### src/rtl/jl_pkg.sv
package jl_pkg;
    parameter int XLEN        = 32;
    parameter int OPC_W       = 6;
    parameter int FN_W        = 6;
    parameter int IDX_W       = 26;
    parameter int RIDX_W      = 5;
    parameter int INSTR_BYTES = 4;
    parameter int LINK_REG    = 31;
    parameter int OPC_SPECIAL = 0;
    parameter int OPC_JUMP    = 2;
    parameter int OPC_CALL    = 3;
    parameter int FN_RJUMP    = 8;
    parameter int FN_RCALL    = 9;

    localparam int ALIGN_W  = $clog2(INSTR_BYTES);
    localparam int REGION_W = XLEN - IDX_W - ALIGN_W;

    typedef enum logic [2:0] {
        XF_SEQ   = 3'd0,
        XF_JUMP  = 3'd1,
        XF_CALL  = 3'd2,
        XF_RJUMP = 3'd3,
        XF_RCALL = 3'd4
    } xfer_e;

    typedef struct packed {
        xfer_e              kind;
        logic [IDX_W-1:0]   idx;
    } dec_t;

    function automatic logic [XLEN-1:0] region_target(
        input logic [XLEN-1:0]  seq,
        input logic [IDX_W-1:0] idx
    );
        return {seq[XLEN-1 -: REGION_W], idx, {ALIGN_W{1'b0}}};
    endfunction

    function automatic logic is_link(input xfer_e k);
        return (k == XF_CALL) || (k == XF_RCALL);
    endfunction
endpackage

### src/rtl/jl_decode.sv
module jl_decode
    import jl_pkg::*;
(
    input  logic [XLEN-1:0] instr,
    output dec_t            dec
);
    logic [OPC_W-1:0] opc;
    logic [FN_W-1:0]  fn;

    assign opc = instr[XLEN-1 -: OPC_W];
    assign fn  = instr[FN_W-1:0];

    always_comb begin
        dec.idx  = instr[IDX_W-1:0];
        dec.kind = XF_SEQ;
        if (opc == OPC_W'(OPC_JUMP)) begin
            dec.kind = XF_JUMP;
        end else if (opc == OPC_W'(OPC_CALL)) begin
            dec.kind = XF_CALL;
        end else if (opc == OPC_W'(OPC_SPECIAL)) begin
            if (fn == FN_W'(FN_RJUMP))      dec.kind = XF_RJUMP;
            else if (fn == FN_W'(FN_RCALL)) dec.kind = XF_RCALL;
        end
    end

    // register forms only come from the special opcode
    always_comb begin
        p_reg_forms_special_r7: assert (!((dec.kind == XF_RJUMP || dec.kind == XF_RCALL)
                                          && opc != OPC_W'(OPC_SPECIAL)))
            else $error("register transfer decoded from non-special opcode");
    end
endmodule

### src/rtl/jl_target.sv
module jl_target
    import jl_pkg::*;
(
    input  dec_t            dec,
    input  logic [XLEN-1:0] seq_pc,
    input  logic [XLEN-1:0] rs_val,
    input  logic [XLEN-1:0] rt_val,
    output logic [XLEN-1:0] next_pc
);
    always_comb begin
        unique case (dec.kind)
            XF_JUMP, XF_CALL: next_pc = region_target(seq_pc, dec.idx);
            XF_RJUMP:         next_pc = rs_val;
            XF_RCALL:         next_pc = rt_val;
            default:          next_pc = seq_pc;
        endcase
    end

    // a region target stays word aligned inside the region of pc+4
    always_comb begin
        p_region_kept_r2: assert (!(dec.kind == XF_JUMP || dec.kind == XF_CALL)
                                  || (next_pc[XLEN-1 -: REGION_W] == seq_pc[XLEN-1 -: REGION_W]
                                      && next_pc[ALIGN_W-1:0] == '0))
            else $error("region target left the region or lost alignment");
    end
endmodule

### src/rtl/jl_link.sv
module jl_link
    import jl_pkg::*;
(
    input  xfer_e             kind,
    input  logic [XLEN-1:0]   seq_pc,
    output logic              link_we,
    output logic [RIDX_W-1:0] link_idx,
    output logic [XLEN-1:0]   link_val
);
    always_comb begin
        link_we  = is_link(kind);
        link_idx = link_we ? RIDX_W'(LINK_REG) : '0;
        link_val = link_we ? seq_pc : '0;
    end
endmodule

### src/rtl/jl_next_pc.sv
module jl_next_pc
    import jl_pkg::*;
(
    input  logic [31:0] pc,
    input  logic [31:0] instr,
    input  logic [31:0] rs_val,
    input  logic [31:0] rt_val,
    output logic [31:0] next_pc,
    output logic        link_we,
    output logic [4:0]  link_idx,
    output logic [31:0] link_val
);
    logic [XLEN-1:0] seq_pc;
    dec_t            dec;

    assign seq_pc = pc + XLEN'(INSTR_BYTES);

    jl_decode u_dec (
        .instr (instr),
        .dec   (dec)
    );

    jl_target u_tgt (
        .dec     (dec),
        .seq_pc  (seq_pc),
        .rs_val  (rs_val),
        .rt_val  (rt_val),
        .next_pc (next_pc)
    );

    jl_link u_lnk (
        .kind     (dec.kind),
        .seq_pc   (seq_pc),
        .link_we  (link_we),
        .link_idx (link_idx),
        .link_val (link_val)
    );

    always_comb begin
        // plain fall-through goes to the next word
        p_seq_step_r1: assert (dec.kind != XF_SEQ || next_pc == seq_pc)
            else $error("fall-through not at pc+4");
        // the region call opcode always raises the link write
        p_call_links_r3: assert (instr[31:26] != 6'd3 || link_we)
            else $error("region call without link write");
        // a link write always targets the return register with pc+4
        p_link_dest_r6: assert (!link_we || (link_idx == 5'd31 && link_val == seq_pc))
            else $error("link write has wrong destination or value");
        // no stray link fields when nothing is written
        p_link_quiet_r6: assert (link_we || (link_idx == '0 && link_val == '0))
            else $error("link fields active without write");
    end
endmodule

### config.mk
export PLATFORM = sky130hd
export DESIGN_NAME = jl_next_pc
export DESIGN_NICKNAME = d
export VERILOG_FILES = /design/src/rtl/jl_pkg.sv /design/src/rtl/jl_decode.sv /design/src/rtl/jl_target.sv /design/src/rtl/jl_link.sv /design/src/rtl/jl_next_pc.sv
export SDC_FILE = /design/constraint.sdc
export NUM_CORES = 1
export LEC_CHECK = 0
export ABC_AREA = 1
export BUFFER_PORTS_ARGS = -buffer_cell sky130_fd_sc_hd__buf_2
export CAP_MARGIN = 40
export CELL_PAD_IN_SITES_DETAIL_PLACEMENT = 0
export CELL_PAD_IN_SITES_GLOBAL_PLACEMENT = 1
export CORE_ASPECT_RATIO = 0.75
export CORE_MARGIN = 4
export CORE_UTILIZATION = 21
export DETAILED_ROUTE_END_ITERATION = 16
export GPL_TIMING_DRIVEN = 1
export PLACE_DENSITY = 0.77
export SLEW_MARGIN = 15
export SYNTH_ARGS = -nofsm -noshare
export SYNTH_HDL_FRONTEND = slang
export SYNTH_SLANG_ARGS = --single-unit
export TNS_END_PERCENT = 5
### constraint.sdc
create_clock -name vclk -period 1.6
set_clock_uncertainty 0.2 [all_clocks]
set_input_delay 0.32 -clock vclk [all_inputs]
set_output_delay 0.32 -clock vclk [all_outputs]
set_load 0.1 [all_outputs]
==> metrics <==
status finished with violations; failing checks negative setup slack; RSZ-0062 raised after global routing true; relative slew slack 0.835; Period minus WS final 2.15 ns; crit end category primary output; Final Hold Vio Count 0; count of cell types in the netlist 32; DPL Wire Length 11000 µm; first-pass GRT wire length 20000 µm; Die Width 129 µm; GR Layer Usage met3 0.0339; Synth Instances 488; required time of the critical path 1.08 ns; DRC viols 0; DP Area 5300 µm²; Hold Path Depth 4; Syn Std Cell Area 2290 µm²; commonest non-fill, non-tap cells in the layout 160 x nand2_1, 121 x buf_2, 78 x buf_12; Clock buffer cells 0; Worst Path Arrival 1.63 ns; Tcrit/Tclk final 1.34; peak fanout along the critical path 4; slowest stage delay, CP 0.23 ns; sequential cell area 0 µm²; Vias 4030; sequential share of the synthesized area 0; largest net degree at the start of global routing 21; die area 12600 µm²; Boundary Pins 198; Fmax 0.465 GHz; cell count after placement 882; P_leak 2.89 nW; gr usage total 0.190; Non-Filler Instances 885; vias in the first global route 4163; setup TNS -33.65 ns; Worst Hold Class in -> out; initial antenna violation count 1; min setup slack post-route -0.552 ns; Synth top area share 0.313; met2 Usage GRT 0.325; layout cell share with drive strength beyond 1 0.564; die height 98.4 µm; Max-Cap Viols 0; biggest area consumer among synthesized cells nand2_1; most common library cell in the layout ignoring fill and taps nand2_1; Layout Utilization 0.554; post-layout instance area 5790 µm²; Initial DRC Count 172; Crit path top cell by count buf_4; Layout Nets 879; Synth area leaders nand2_1 31%, nand3_1 13%, nor2_1 13%; post-place setup slack -0.652 ns; Remaining Overflow, GRT 0; Std-Cell Rows 32; Routed Antenna Nets 0; GP Congestion 0.914; met1 usage 0.253; Routed WL 12800 µm; Hold WS 0.827 ns; Via-to-Cell Ratio 4.55; Mapped Nets 617; Buffers on Ports 198; wire length per cell 14.4 µm; Pwr Density 241 nW/µm²; VDD IR max 167 µV; Mean Syn Cell Area 4.69 µm²; slowest CP cell or2_4; Filler Cell Count 956; drt pass-1 iters 5; Initial Utilization 0.219; Pins Over Slew Limit 0; seq_cells 0; core area 10500 µm²; actual slew at the worst max-slew pin 0.246 ns; total chip power 1.40 mW; YS warnings 0; Setup Viol. Count Final 70; Top Usage Layer GRT met2; CP Cell Sequence buf_4, ha_4, nand2_4, nor2_4, buf_4, or2_4, inv_4, nor2_1, nand2_1, nand4_1, buf_12; Synth-to-Final Area Change 153%; CP Launch Type input pin; CP Class in -> out
report_power, final:
| group | switching [mW] | internal [mW] |
|---|---|---|
| clock network | 0 | 0.0000000838 |
| registers | 0 | 0 |
| logic | 0.861 | 0.537 |
| total | 0.861 | 0.537 |
logic make-up (layout without fill, tap and decap cells):
logic type | Yosys count | count (layout) | synth area share
AND/OR/NAND/NOR | 380 | 380 | 0.742
buffers and inverters | 77 | 337 | 0.150
AO/OA/AOI/OAI | 19 | 19 | 0.0607
XOR/XNOR | 11 | 11 | 0.0421
adder cells (fa/ha/maj) | 1 | 1 | 0.00547
other | 0 | 1 | 0
critical path, delay by kind of cell:
| family | cells | cell delay [ns] |
|---|---|---|
| fa+ha+maj | 1 | 0.18 |
| buf+inv | 4 | 0.53 |
| simple gates | 6 | 0.58 |
area by class of cell:
class,instances,area [µm²],share of cell area
timing repair buffer,277,2810,0.484
multi-input combinational,411,2560,0.442
inverter,60,256,0.0443
tap,136,170,0.0294
antenna,1,2.50,0.000432
what timing repair did:
action                                  in CTS  in global routing
hold buffers                                 0                  0
resized for setup                           52                 76
pin swaps                                   19                 18
endpoints found under the hold margin        0                  0
endpoints found under the setup margin      70                 70
buffers inserted                             1                  1
cell usage after synthesis, drive strengths merged:
library cell,count
nand2,199
or2,3
nand4,5
nor2,101
clkinv,1
o21ai,2
and2,5
xor2,9
o21bai,1
nor3,2
a22oi,6
inv,59
ha,1
buf,17
nand3b,1
xnor2,2
a21oi,10
nand3,64
worst paths after layout:
kind,startpoint,endpoint,slack [ns]
worst min-delay path,pc[1],link_val[1],0.83
worst max-delay path,pc[2],next_pc[6],-0.55
routing by layer:
metal	vias up	wire length (µm)
met5	-	0
met4	0	245
met3	21	1110
met2	172	5900
met1	1812	5510
li1	2025	-
No activity file was read; power rests on OpenSTA's default activity.
